==> config.mk <==
export PLATFORM = sky130hd
export DESIGN_NAME = pmad_dispatch
export DESIGN_NICKNAME = d
export VERILOG_FILES = /design/src/rtl/pmad_pkg.sv /design/src/rtl/pmad_decode.sv /design/src/rtl/pmad_seq.sv /design/src/rtl/pmad_dispatch.sv
export SDC_FILE = /design/constraint.sdc
export NUM_CORES = 1
export LEC_CHECK = 0
export BUFFER_PORTS_ARGS = -buffer_cell sky130_fd_sc_hd__buf_2
export CAP_MARGIN = 20
export CORE_AREA = 2 2 191 193
export CTS_CLUSTER_DIAMETER = 120
export CTS_CLUSTER_SIZE = 14
export DETAILED_ROUTE_END_ITERATION = 16
export DIE_AREA = 0 0 193 195
export HOLD_SLACK_MARGIN = 0.1
export PLACE_DENSITY = 0.58
export SLEW_MARGIN = 0
export SYNTH_ARGS = -nofsm -noshare
export SYNTH_HDL_FRONTEND = slang
export SYNTH_SLANG_ARGS = --single-unit
==> constraint.sdc <==
create_clock -name clk -period 4.3 [get_ports clk]
set_input_delay 0.645 -clock clk [delete_from_list [all_inputs] [get_ports clk]]
set_output_delay 0.645 -clock clk [all_outputs]
set_load 0.02 [all_outputs]
==> src/rtl/pmad_pkg.sv <==
package pmad_pkg;

    typedef enum logic [1:0] {
        KIND_FETCH = 2'd0,
        KIND_LOAD  = 2'd1,
        KIND_STORE = 2'd2,
        KIND_WALK  = 2'd3
    } acc_kind_e;

    typedef enum logic [1:0] {
        TGT_NONE  = 2'd0,
        TGT_MEM   = 2'd1,
        TGT_TIMER = 2'd2,
        TGT_HOST  = 2'd3
    } tgt_e;

    localparam int unsigned NUM_TGT = 3;

    localparam logic [3:0] EXC_NONE          = 4'd0;
    localparam logic [3:0] EXC_FETCH_FAULT   = 4'd1;
    localparam logic [3:0] EXC_LOAD_MISALIGN = 4'd4;
    localparam logic [3:0] EXC_LOAD_FAULT    = 4'd5;
    localparam logic [3:0] EXC_STORE_MISALIGN= 4'd6;
    localparam logic [3:0] EXC_STORE_FAULT   = 4'd7;

    typedef struct packed {
        tgt_e       tgt;
        logic       fault;
        logic       walk_fail;
        logic [3:0] code;
    } route_t;

    // Inclusive window test on both ends of the access.
    function automatic logic win_hit(input logic [64:0] first, input logic [64:0] last,
                                     input logic [64:0] base,  input logic [64:0] limit);
        return (first >= base) && (last <= limit);
    endfunction

    function automatic logic [3:0] kind_fault_code(input acc_kind_e k);
        case (k)
            KIND_FETCH: return EXC_FETCH_FAULT;
            KIND_LOAD:  return EXC_LOAD_FAULT;
            KIND_STORE: return EXC_STORE_FAULT;
            default:    return EXC_NONE;
        endcase
    endfunction

    function automatic logic [NUM_TGT-1:0] tgt_onehot(input tgt_e t);
        case (t)
            TGT_MEM:   return 3'b001;
            TGT_TIMER: return 3'b010;
            TGT_HOST:  return 3'b100;
            default:   return 3'b000;
        endcase
    endfunction

endpackage

==> src/rtl/pmad_decode.sv <==
module pmad_decode
    import pmad_pkg::*;
#(
    parameter int unsigned AW = 32,
    parameter int unsigned SW = 5,
    parameter logic [AW-1:0] MEM_BASE   = 32'h8000_0000,
    parameter logic [AW-1:0] MEM_LIMIT  = 32'h8000_FFFF,
    parameter logic [AW-1:0] TMR_BASE   = 32'h0200_0000,
    parameter logic [AW-1:0] TMR_LIMIT  = 32'h0200_BFFF,
    parameter logic [AW-1:0] HOST_BASE  = 32'h4000_1000,
    parameter logic [AW-1:0] HOST_LIMIT = 32'h4000_100F,
    parameter int unsigned HOST_MAX_BYTES = 8
) (
    input  logic [AW-1:0] addr,
    input  logic [SW-1:0] size,
    input  acc_kind_e     kind,
    input  logic          acq,
    input  logic          rel,
    input  logic          rsv,
    input  logic          cond,
    output route_t        route
);
    logic [AW-1:0] align_mask;
    logic [AW:0]   last_byte;
    logic          misaligned, ordered;
    logic          in_mem, in_tmr, in_host, host_size_ok;

    assign align_mask   = AW'(size) - AW'(1);
    assign misaligned   = |(addr & align_mask);
    assign ordered      = acq | rel | rsv | cond;
    assign last_byte    = (AW+1)'(addr) + (AW+1)'(size) - (AW+1)'(1);
    assign in_mem       = win_hit(65'(addr), 65'(last_byte), 65'(MEM_BASE),  65'(MEM_LIMIT));
    assign in_tmr       = win_hit(65'(addr), 65'(last_byte), 65'(TMR_BASE),  65'(TMR_LIMIT));
    assign in_host      = win_hit(65'(addr), 65'(last_byte), 65'(HOST_BASE), 65'(HOST_LIMIT));
    assign host_size_ok = (32'(size) <= HOST_MAX_BYTES);

    always_comb begin
        route = '{tgt: TGT_NONE, fault: 1'b0, walk_fail: 1'b0, code: EXC_NONE};
        unique case (kind)
            KIND_FETCH: begin
                if (in_mem) route.tgt = TGT_MEM;
                else begin route.fault = 1'b1; route.code = EXC_FETCH_FAULT; end
            end
            KIND_WALK: begin
                if (in_mem) route.tgt = TGT_MEM;
                else route.walk_fail = 1'b1;
            end
            KIND_LOAD: begin
                if ((acq | rsv) && misaligned) begin
                    route.fault = 1'b1; route.code = EXC_LOAD_MISALIGN;
                end else if (in_mem)            route.tgt = TGT_MEM;
                else if (!ordered && in_tmr)    route.tgt = TGT_TIMER;
                else begin route.fault = 1'b1; route.code = EXC_LOAD_FAULT; end
            end
            KIND_STORE: begin
                if ((rel | cond) && misaligned) begin
                    route.fault = 1'b1; route.code = EXC_STORE_MISALIGN;
                end else if (in_mem)                           route.tgt = TGT_MEM;
                else if (!ordered && in_tmr)                   route.tgt = TGT_TIMER;
                else if (!ordered && in_host && host_size_ok)  route.tgt = TGT_HOST;
                else begin route.fault = 1'b1; route.code = EXC_STORE_FAULT; end
            end
            default: ;
        endcase
    end
endmodule

==> src/rtl/pmad_seq.sv <==
module pmad_seq
    import pmad_pkg::*;
#(
    parameter int unsigned AW = 32,
    parameter int unsigned DW = 64,
    parameter int unsigned SW = 5
) (
    input  logic                  clk,
    input  logic                  rst,
    input  logic                  req_valid,
    output logic                  req_ready,
    input  logic [AW-1:0]         req_addr,
    input  logic [SW-1:0]         req_size,
    input  acc_kind_e             req_kind,
    input  logic [DW-1:0]         req_wdata,
    input  route_t                route,
    output logic [NUM_TGT-1:0]    tgt_valid,
    input  logic [NUM_TGT-1:0]    tgt_ready,
    output logic [AW-1:0]         tgt_addr,
    output logic [SW-1:0]         tgt_size,
    output logic                  tgt_we,
    output logic [DW-1:0]         tgt_wdata,
    input  logic [NUM_TGT-1:0]    tgt_rvalid,
    input  logic [NUM_TGT-1:0]    tgt_rerr,
    input  logic [NUM_TGT*DW-1:0] tgt_rdata,
    output logic                  rsp_valid,
    output logic                  rsp_fault,
    output logic [3:0]            rsp_code,
    output logic                  rsp_walk_fail,
    output logic [DW-1:0]         rsp_rdata
);
    typedef enum logic [1:0] {ST_IDLE, ST_ISSUE, ST_WAIT, ST_RESP} state_e;

    state_e             state;
    tgt_e               tgt_q;
    acc_kind_e          kind_q;
    logic [NUM_TGT-1:0] sel;
    logic [DW-1:0]      sel_rdata;
    logic               sel_rvalid, sel_rerr, sel_taken;

    assign sel        = tgt_onehot(tgt_q);
    assign req_ready  = (state == ST_IDLE);
    assign tgt_valid  = (state == ST_ISSUE) ? sel : '0;
    assign sel_taken  = |(tgt_valid & tgt_ready);
    assign sel_rvalid = |(sel & tgt_rvalid);
    assign sel_rerr   = |(sel & tgt_rerr);
    assign rsp_valid  = (state == ST_RESP);

    always_comb begin
        sel_rdata = '0;
        for (int i = 0; i < NUM_TGT; i++) begin
            if (sel[i]) sel_rdata = tgt_rdata[i*DW +: DW];
        end
    end

    always_ff @(posedge clk) begin
        if (rst) begin
            state         <= ST_IDLE;
            tgt_q         <= TGT_NONE;
            kind_q        <= KIND_FETCH;
            tgt_addr      <= '0;
            tgt_size      <= '0;
            tgt_we        <= 1'b0;
            tgt_wdata     <= '0;
            rsp_fault     <= 1'b0;
            rsp_code      <= EXC_NONE;
            rsp_walk_fail <= 1'b0;
            rsp_rdata     <= '0;
        end else begin
            unique case (state)
                ST_IDLE: if (req_valid) begin
                    tgt_q         <= route.tgt;
                    kind_q        <= req_kind;
                    tgt_addr      <= req_addr;
                    tgt_size      <= req_size;
                    tgt_we        <= (req_kind == KIND_STORE);
                    tgt_wdata     <= req_wdata;
                    rsp_fault     <= route.fault;
                    rsp_code      <= route.code;
                    rsp_walk_fail <= route.walk_fail;
                    rsp_rdata     <= '0;
                    state         <= (route.tgt == TGT_NONE) ? ST_RESP : ST_ISSUE;
                end
                ST_ISSUE: if (sel_taken) state <= ST_WAIT;
                ST_WAIT: if (sel_rvalid) begin
                    if (sel_rerr) begin
                        rsp_fault     <= (kind_q != KIND_WALK);
                        rsp_walk_fail <= (kind_q == KIND_WALK);
                        rsp_code      <= kind_fault_code(kind_q);
                    end else if (kind_q != KIND_STORE) begin
                        rsp_rdata     <= sel_rdata;
                    end
                    state <= ST_RESP;
                end
                ST_RESP: state <= ST_IDLE;
                default: state <= ST_IDLE;
            endcase
        end
    end
endmodule

==> src/rtl/pmad_dispatch.sv <==
module pmad_dispatch
    import pmad_pkg::*;
#(
    parameter int unsigned AW = 32,
    parameter int unsigned DW = 64,
    parameter int unsigned SW = 5,
    parameter logic [AW-1:0] MEM_BASE   = 32'h8000_0000,
    parameter logic [AW-1:0] MEM_LIMIT  = 32'h8000_FFFF,
    parameter logic [AW-1:0] TMR_BASE   = 32'h0200_0000,
    parameter logic [AW-1:0] TMR_LIMIT  = 32'h0200_BFFF,
    parameter logic [AW-1:0] HOST_BASE  = 32'h4000_1000,
    parameter logic [AW-1:0] HOST_LIMIT = 32'h4000_100F,
    parameter int unsigned HOST_MAX_BYTES = 8,
    parameter int unsigned WALK_BYTES = 8
) (
    input  logic              clk,
    input  logic              rst,
    input  logic              req_valid,
    output logic              req_ready,
    input  logic [AW-1:0]     req_addr,
    input  logic [SW-1:0]     req_size,
    input  logic [1:0]        req_kind,
    input  logic              req_acq,
    input  logic              req_rel,
    input  logic              req_rsv,
    input  logic              req_cond,
    input  logic [DW-1:0]     req_wdata,
    output logic [2:0]        tgt_valid,
    input  logic [2:0]        tgt_ready,
    output logic [AW-1:0]     tgt_addr,
    output logic [SW-1:0]     tgt_size,
    output logic              tgt_we,
    output logic [DW-1:0]     tgt_wdata,
    input  logic [2:0]        tgt_rvalid,
    input  logic [2:0]        tgt_rerr,
    input  logic [3*DW-1:0]   tgt_rdata,
    output logic              rsp_valid,
    output logic              rsp_fault,
    output logic [3:0]        rsp_code,
    output logic              rsp_walk_fail,
    output logic [DW-1:0]     rsp_rdata
);
    acc_kind_e     kind;
    logic [SW-1:0] eff_size;
    route_t        route;

    assign kind     = acc_kind_e'(req_kind);
    assign eff_size = (kind == KIND_WALK) ? SW'(WALK_BYTES) : req_size;

    pmad_decode #(
        .AW(AW), .SW(SW),
        .MEM_BASE(MEM_BASE), .MEM_LIMIT(MEM_LIMIT),
        .TMR_BASE(TMR_BASE), .TMR_LIMIT(TMR_LIMIT),
        .HOST_BASE(HOST_BASE), .HOST_LIMIT(HOST_LIMIT),
        .HOST_MAX_BYTES(HOST_MAX_BYTES)
    ) u_decode (
        .addr(req_addr), .size(eff_size), .kind(kind),
        .acq(req_acq), .rel(req_rel), .rsv(req_rsv), .cond(req_cond),
        .route(route)
    );

    pmad_seq #(.AW(AW), .DW(DW), .SW(SW)) u_seq (
        .clk(clk), .rst(rst),
        .req_valid(req_valid), .req_ready(req_ready),
        .req_addr(req_addr), .req_size(eff_size), .req_kind(kind), .req_wdata(req_wdata),
        .route(route),
        .tgt_valid(tgt_valid), .tgt_ready(tgt_ready),
        .tgt_addr(tgt_addr), .tgt_size(tgt_size), .tgt_we(tgt_we), .tgt_wdata(tgt_wdata),
        .tgt_rvalid(tgt_rvalid), .tgt_rerr(tgt_rerr), .tgt_rdata(tgt_rdata),
        .rsp_valid(rsp_valid), .rsp_fault(rsp_fault), .rsp_code(rsp_code),
        .rsp_walk_fail(rsp_walk_fail), .rsp_rdata(rsp_rdata)
    );
endmodule

# Word level (Yosys, flattened, before mapping)
# Cells that the tools add are included.
# totals
register_bits	178
input_bits	311
out_inout_bits	177
elab_cells	130
# classes
n_addsub	3
n_lt_le_gt_ge	7
n_eq_ne	20
n_mux	57
bitwise_logic	9
reduce_logical	23
# ops
op	n
two-way mux 64 bit	7
one-hot mux 64 bit (2 select lines)	1
adder 32 x 5 -> 33 bit	1
less-or-equal comparator 33 x 26 -> 1 bit, second input constant	1
less-or-equal comparator 33 x 31 -> 1 bit, second input constant	1
less-or-equal comparator 33 x 32 -> 1 bit, second input constant	1
subtractor 33 x 1 -> 33 bit, second input constant	1
bitwise AND 32 bit	1
>= comparator 32 x 26 -> 1 bit, second input constant	1
>= comparator 32 x 31 -> 1 bit, second input constant	1
>= comparator 32 bit, second input constant	1
two-way mux 4 bit	8
OR reduction 32 bit	1
two-way mux 2 bit	11
one-hot mux 3 bit (3 select lines)	2
two-way mux 1 bit	17
equality test 2 bit, second input constant	8
one-hot mux 4 bit (3 select lines)	1
bitwise AND 3 bit	3
two-way mux 3 bit	3
OR reduction 3 bit	3
equality test 2 x 1 -> 1 bit, second input constant	4
logical AND 1 bit	8
zero test 2 bit	4
18 further kinds	29

# Depth between registers and ports, before layout
# Gate-level depths: netlist (run 1).
# depth
word_depth	17
mapped_depth	19
depth_no_buf	18

# Cells and area by module
# Synthesis (run 1) repeated with hierarchy kept, for this count alone.
# hier_totals
hier_cells	1520
hier_area_um2	11816.3
# by_module_without_submodules
module	instances	cells_per_inst	area_per_inst_um2	seq_area_each_um2
pmad_seq	1	969	8131.5	3563.4
pmad_decode	1	546	3647.2	0.0
pmad_dispatch	1	5	37.5	0.0

# Worst setup path before layout (run 1)
# Ideal clock, no wire load.
# synth_path
path_kind	in2reg
start	input req_kind[0]
end	register u_seq.tgt_q[0]
setup_time_ns	0.115
arrival_time_ns	4.516
required_ns	4.185
path_slack_ns	-0.330
path_stages	18
n_path_buf	1
cell_sequence	ha_1 -> clkbuf_1 -> nand2b_1 -> ha_1 -> inv_1 -> ha_1 -> inv_1 -> fa_1 -> nor2b_1 -> o2111ai_2 -> a2111o_1 -> nand3_1 -> o31ai_1 -> or4_4 -> o41ai_4 -> nand4_2 -> nor3b_1 -> o21a_1
# synth_between
elab_chain_cells	13
elab_cells_between_ends	31
cone_classes	add/sub: 3; order compare: 4; eq/ne: 3; mux: 9; bitwise: 1; reduce/logical: 11
# synth_lines
item	line_no	source
start: declaration	pmad_dispatch.sv:22	input logic [1:0] req_kind,
equality test 2 bit	pmad_decode.sv:39, pmad_dispatch.sv:48	
two-way mux 5 bit	pmad_dispatch.sv:48	assign eff_size = (kind == KIND_WALK) ? SW'(WALK_BYTES) : req_size;
adder 32 x 5 -> 33 bit	pmad_decode.sv:31	assign last_byte = (AW+1)'(addr) + (AW+1)'(size) - (AW+1)'(1);
subtractor 33 x 1 -> 33 bit	pmad_decode.sv:31	
less-or-equal comparator 33 x 31 -> 1 bit	pmad_pkg.sv:36	return (first >= base) && (last <= limit);
logical AND 1 bit	pmad_pkg.sv:36	
logical AND 1 bit (2 in series)	pmad_decode.sv:60	else if (!ordered && in_host && host_size_ok) route.tgt = TGT_HOST;
two-way mux 2 bit	pmad_decode.sv:60	
two-way mux 2 bit	pmad_decode.sv:59	else if (!ordered && in_tmr) route.tgt = TGT_TIMER;
two-way mux 2 bit	pmad_decode.sv:58	end else if (in_mem) route.tgt = TGT_MEM;
two-way mux 2 bit	pmad_decode.sv:56	if ((rel | cond) && misaligned) begin
one-hot mux 2 bit (3 select lines) *	pmad_decode.sv:39	unique case (kind)
end signal: assignment	pmad_seq.sv:72	tgt_q <= route.tgt;
end: declaration	pmad_seq.sv:35	tgt_e tgt_q;
# Every way passes the cells marked *; elsewhere a longest branch is shown, timed or not.
# A chain may end at the register's enable or synchronous reset.

# Worst setup path after layout (run 1)
# layout_path
start	input req_kind[1]
end	register u_seq.tgt_q[1]
# Same word-level chain as after synthesis.

==> impl_metrics.toml, run 1 <==
[power]
finalPower_mw = 6.26
clkPwrFrac_pct = 26.9
seq_power_share_pct = 31.2
p_comb_share_pct = 41.9
p_sw_share_pct = 42.8
p_per_area_nw_per_um2 = 406
p_sw_mw = 2.68
p_int_mw = 3.58
power.leakage_nw = 7.08
peakVddDrop_uv = 288

[cts]
clk_latency_ns = 0.46
hold_buffers = 0
numClockSinks = 177
clkTransAtPathRegs_ns = 0.08
cts-root-buf = "clkbuf_16"
cts_tree = "yes"
numCtsBuffers = 17
cts_setup_buffers = 0
cts_buffer_depth = 2
h-tree-depth = 4

[logic_synthesis]
yosys-top-cells-area = "dfxtp_1 31%, nand2_1 9.8%, ha_1 8.7%"
syn-num-nets = 1896
synth_edf_count = 0
async_flop_share_pct = 0
synth_top_flop_cell = "dfxtp_1"
ys_seq_area_share_pct = 30.8
synth_top_area_share_pct = 30.8
syn-cell-area_um2 = 11500
synthTopCellsByCount = "299 x nand2_1, 186 x a21oi_1, 177 x dfxtp_1"
syn_inst = 1504
avgSynthCellArea_um2 = 7.64
synth.most_common_cell = "nand2_1"
ys_ff_latch = 177
yosys_warnings = 0
synth_cell_type_count = 77
yosys.area.top_type = "dfxtp_1"

[grt]
grt_pass1_vias = 12100
grt_pass1_wl_um = 72300
antenna_found_initial = 13
grt_max_degree = 92
grt_usage_pct = 25.4
overflow = 0

[place]
pre_cts_slack_ns = -0.323
place_inst = 2416
gp_congestion = 0.951
dp_hpwl_um = 39500
port_buffers = 486
placedInstanceArea_um2 = 14800

[die]
die_width_um = 193
rows = 69
coreArea_um2 = 35400
start_util_pct = 32.5
dieArea_um2 = 37600
die_h_um = 195
io_pins = 488

[timing]
rsz0062_at_grt = "false"
min_period_over_period_pct = 94.9
hold_viol_final = 0
final.setup.worst_slack_ns = 0.221
hold_slack_ns = 0.418
fin_worst_skew_ns = 0.00765
tns_ns = 0
drv_slew = 0
relSlewSlack_pct = 35.7
worst_pin_slew_ns = 0.965
fmax_mhz = 245
setup_viol = 0
layout_min_cycle_time_ns = 4.08

[layout]
final_core_util_pct = 43.6
nets = 2366
fin_cells = 2456
syn2layout_area_growth_pct = 34.2
finalInstanceArea_um2 = 15400
drive_gt1_share_pct = 35.1

[worst_setup_path]
cpPeakStageDelay_ns = 0.37
cp_common_cell = "ha_4"
crit_family = "simple AND/OR/NAND/NOR gates"
critical_path_peak_fanout = 8
path_cells = "buf_2 > ha_4 > nand2b_4 > ha_4 > inv_2 > ha_4 > inv_2 > fa_2 > nor2b_4 > o2111ai_4 > a211oi_2 > a211oi_1 > and2_1 > a311oi_2 > nand4_1 > nor4_4 > o21ai_2 > and4_1 > a32o_1"
rr_startpoint = "u_seq.tgt_q[1]"
rrSetupSlack_ns = 1.36
cp-start-kind = "input port"
r2r_cells = 7
cp_num_buf_inv = 3
cpMaxStageDelayCell = "fa_2"
r2r_end = "u_seq.rsp_rdata[23]"
worstSetupPathType = "input port to flip-flop"
arrival_ns = 4.43
cp.required_ns = 4.65
worstSetupEndpointType = "flip-flop"

[route]
antenna_left = 0
vias = 12900
avgRoutedWirePerCell_um = 20.3
first_pass_iters = 7
drtIter0Drc = 839
wl_um = 49900
drt-vias-per-instance = 5.25
drcViolationCount = 0

[worst_hold_path]
min_delay_path_depth = 3
holdCritStartpoint = "req_wdata[22]"
hold_path_end = "u_seq.tgt_wdata[22]"
min_path_type = "input port to flip-flop"

[run]
drv_cap = 0

[status]
status = "finished, final reports clean"
## cell type report
class                      count  area (µm²)
sequential                   177        3550
tap                          461         577
timing repair buffer         555        2980
multi-input combinational   1153        7420
clock buffer                  19         443
clock inverter                13         171
fill                        3691       20000
antenna                        8        20.0
inverter                      70         263
## power by group through the flow
stage	logic, mW	registers, mW	clock network [mW]
after floorplan	1.43	2.19	0
after global placement	2.60	1.98	0
after detailed placement	2.62	1.99	0
after CTS	2.63	1.95	1.73
after global routing	2.87	1.98	1.77
final	2.62	1.95	1.68
## worst reg2reg max path, cell delays in order (launching register included)
cell	delay, ns
dfxtp_4	0.56
nor2b_4	0.43
a22oi_1	0.12
a2bb2oi_1	0.37
and2_2	0.66
buf_4	0.43
nand3_1	0.12
a21oi_1	0.17
## how the worst max path moves through the flow
stage / from / end / slack [ns] / depth (start not counted)
global placement: req_kind[1] / u_seq.rsp_code[0] / -0.19 / 18
detailed placement: req_kind[1] / u_seq.tgt_q[1] / -0.32 / 19
finish: req_kind[1] / u_seq.tgt_q[1] / 0.22 / 19
global route: req_kind[1] / u_seq.tgt_q[1] / 0.02 / 18
floorplan: req_kind[0] / u_seq.tgt_q[0] / 0.002 / 18
CTS: req_kind[1] / u_seq.tgt_q[1] / 0.18 / 19
## cell usage in the layout (no fill, tap or decap), types with 4 or more instances in the layout
cell and n:
buf_2 485, nand2_1 297, a21oi_1 186, dfxtp_1 175, nand3_1 81, ha_1 76, mux2_2 68, buf_4 67
inv_1 66, a22o_1 64, nor2_1 63, o21ai_0 35, nor2b_1 22, nor3_1 22, nor4_1 19, clkbuf_16 17
nand4_1 12, o31ai_1 11, o21a_1 9, xnor2_1 9, diode_2 8, nand2b_1 8, a21o_1 8, a31oi_1 8
or2_2 8, a211oi_1 7, and3_1 6, and2_1 6, o211ai_1 6, a311oi_1 5, or4_1 5, and4_1 5
inv_2 4, or3_1 4, a41oi_1 4, xor2_1 4, o2111ai_1 4, o311ai_0 4, nor3b_1 4
## routing by layer
| layer | global-route usage (%) | wire [µm] | part of all wire [%] |
|---|---|---|---|
| met1 | 32.7 | 21700 | 43 |
| met2 | 41.1 | 23200 | 47 |
| met3 | 5.25 | 3420 | 6.9 |
| met4 | 10.2 | 1500 | 3.0 |
| met5 | 0 | 50 | 0.10 |
## logic make-up (layout without fill, tap and decap cells)
| family | count (synthesis) | in the layout | share of synthesized area, % |
|---|---|---|---|
| muxes | 70 | 70 | 6.83 |
| buffers and inverters | 174 | 657 | 5.80 |
| xor gates and xnor gates | 13 | 13 | 0.990 |
| other | 1 | 9 | 0.0326 |
| AOI/OAI and AO/OA | 399 | 399 | 22.8 |
| and+or+nand+nor | 589 | 589 | 23.9 |
| DFF | 177 | 177 | 30.8 |
| adders and majority gates | 81 | 81 | 8.88 |
## repair_timing
item | CTS | global route
gates resized for setup | 0 | 1
endpoints found under the setup margin | 0 | 2
endpoints found under the hold margin | 0 | 0
## flip-flops by register name (all words and copies together) (netlist names)
| name | flops |
|---|---|
| u_seq.state | 2 |
| u_seq.rsp_fault | 1 |
| u_seq.tgt_addr | 32 |
| u_seq.rsp_code | 3 |
| u_seq.tgt_we | 1 |
| u_seq.tgt_size | 5 |
| u_seq.kind_q | 2 |
| u_seq.rsp_rdata | 64 |
| u_seq.tgt_wdata | 64 |
| u_seq.tgt_q | 2 |
| u_seq.rsp_walk_fail | 1 |
No activity file was read; power rests on OpenSTA's default activity.
==> run 2, diff against run 1 <==
RECOVER_POWER = 25   (was not set)
==> impl_metrics.toml, run 2 (synthesis gave the netlist of run 1 again) <==
[cts]
clkTransAtPathRegs_ns = 0.08
cts-root-buf = "clkbuf_16"
cts_tree = "yes"
clk_latency_ns = 0.46
cts_buffer_depth = 2
hold_buffers = 0
numClockSinks = 177
numCtsBuffers = 17
h-tree-depth = 4
cts_resized = 0
cts_setup_buffers = 0

[worst_hold_path]
hold_path_end = "u_seq.tgt_wdata[48]"
holdCritStartpoint = "req_wdata[48]"
min_path_type = "input port to flip-flop"
min_delay_path_depth = 3

[layout]
layout_common_cells = "397 x buf_2, 297 x nand2_1, 186 x a21oi_1, 175 x dfxtp_1, 89 x clkbuf_1"
nets = 2366
num-fill-cells = 3730
drive_gt1_share_pct = 30.7
reg.largest.list = "u_seq.rsp_rdata: 64 flops, u_seq.tgt_wdata: 64 flops, u_seq.tgt_addr: 32 flops"
fin_cells = 2456
layout_commonest_cell = "buf_2"
finalInstanceArea_um2 = 15300
syn2layout_area_growth_pct = 33.2

[power]
seq_power_share_pct = 31.3
p_per_area_nw_per_um2 = 408
p_int_mw = 3.55
peakVddDrop_uv = 290
finalPower_mw = 6.24
clkPwrFrac_pct = 27.0
p_sw_mw = 2.69
p_comb_share_pct = 41.7
p_sw_share_pct = 43.1
power.leakage_nw = 6.71

[grt]
grt_pass1_vias = 12100
antenna_found_initial = 13
grt_pass1_wl_um = 72300
grt_usage_pct = 25.4
overflow = 0
grt_max_degree = 92

[timing]
layout_min_cycle_time_ns = 4.09
hold_viol_final = 0
drv_slew = 0
fmax_mhz = 244
fin_worst_skew_ns = 0.00855
min_period_over_period_pct = 95.1
setup_viol = 0
worst_pin_slew_ns = 0.969
rsz0062_at_grt = "false"
relSlewSlack_pct = 35.4

[die]
die_h_um = 195
die_width_um = 193
io_pins = 488
coreArea_um2 = 35400
dieArea_um2 = 37600
rows = 69
start_util_pct = 32.5

[worst_setup_path]
r2r_cells = 7
rrSetupSlack_ns = 1.37
cp-start-kind = "input port"
critical_path_peak_fanout = 6
cp.required_ns = 4.61
r2r_end = "u_seq.rsp_rdata[33]"
arrival_ns = 4.40
worstSetupPathType = "input port to flip-flop"
rr_startpoint = "u_seq.tgt_q[1]"
worstSetupEndpointType = "flip-flop"

[place]
gp_congestion = 0.951
place_inst = 2416
port_buffers = 486
placedInstanceArea_um2 = 14800
dp_hpwl_um = 39500

[route]
drt-vias-per-instance = 5.25
antenna_left = 0
avgRoutedWirePerCell_um = 20.3
first_pass_iters = 5
wl_um = 50000
drtIter0Drc = 740
vias = 12900
drcViolationCount = 0

[run]
drv_cap = 0

[status]
status = "finished, final reports clean"
-- run 2: cell count changes in the layout (fill, tap and decap cells not counted), sizes merged --
cell and change:
clkbuf +88, buf -88
-- run 2: worst max-delay path by stage --
stage | startpoint | to | cells past startpoint
floorplan | req_kind[0] | u_seq.tgt_q[0] | 18
global placement | req_kind[1] | u_seq.rsp_code[0] | 18
detailed placement | req_kind[1] | u_seq.tgt_q[1] | 19
CTS | req_kind[1] | u_seq.tgt_q[1] | 19
global route | req_kind[1] | u_seq.tgt_q[1] | 18
finish | req_kind[1] | u_seq.rsp_code[0] | 18
-- run 2: metal layers --
| layer | part of all wire [%] | global-route usage, % | up-vias | routed length, µm |
|---|---|---|---|---|
| li1 | - | - | 6276 | - |
| met1 | 44 | 32.7 | 6071 | 21800 |
| met2 | 46 | 41.1 | 477 | 23200 |
| met3 | 6.7 | 5.25 | 72 | 3320 |
| met4 | 3.0 | 10.2 | 8 | 1510 |
| met5 | 0.11 | 0 | - | 55 |
-- run 2: worst max-delay path, cell delays in order --
cell and delay, ns:
buf_2 0.14, ha_4 0.19, nand2b_4 0.15, ha_4 0.23, inv_2 0.06, ha_4 0.13
inv_2 0.04, fa_2 0.37, nor2b_4 0.15, o2111ai_4 0.18, a2111o_1 0.46, nand3_2 0.09
o31ai_1 0.08, or4_4 0.62, nor4_4 0.41, o21ai_0 0.17, a211oi_1 0.22, nor4_1 0.07
-- run 2: final cells by class --
cell class / instances / area (µm²) / share of cell area, %
Antenna cell: 8 / 20.0 / 0.131
Clock buffer: 19 / 443 / 2.89
Clock inverter: 13 / 171 / 1.12
Inverter: 70 / 263 / 1.72
Multi-Input combinational cell: 1153 / 7420 / 48.5
Sequential cell: 177 / 3550 / 23.2
Tap cell: 461 / 577 / 3.77
Timing Repair Buffer: 555 / 2870 / 18.7
-- run 2: power groups by stage --
stage | combinational, mW | sequential [mW] | clock, mW
2_1_floorplan | 1.43 | 2.19 | 0
3_3_place_gp | 2.60 | 1.98 | 0
3_5_place_dp | 2.62 | 1.99 | 0
4_1_cts | 2.63 | 1.95 | 1.73
5_1_grt | 2.84 | 1.98 | 1.77
6_report | 2.60 | 1.95 | 1.68
-- run 2: per-stage QoR --
| stage | utilization, % | hold WS (ns) | setup TNS [ns] | setup slack (ns) |
|---|---|---|---|---|
| 3_5_place_dp | 41.8 | 0.443 | -1.69 | -0.323 |
| 6_report | 43.3 | 0.416 | 0 | 0.209 |
| 2_1_floorplan | - | 0.470 | 0 | 0.00224 |
| 5_1_grt | 43.3 | 0.409 | 0 | 0.0243 |
| 4_1_cts | 43.5 | 0.392 | 0 | 0.179 |
| 3_3_place_gp | 41.8 | 0.439 | -0.943 | -0.193 |
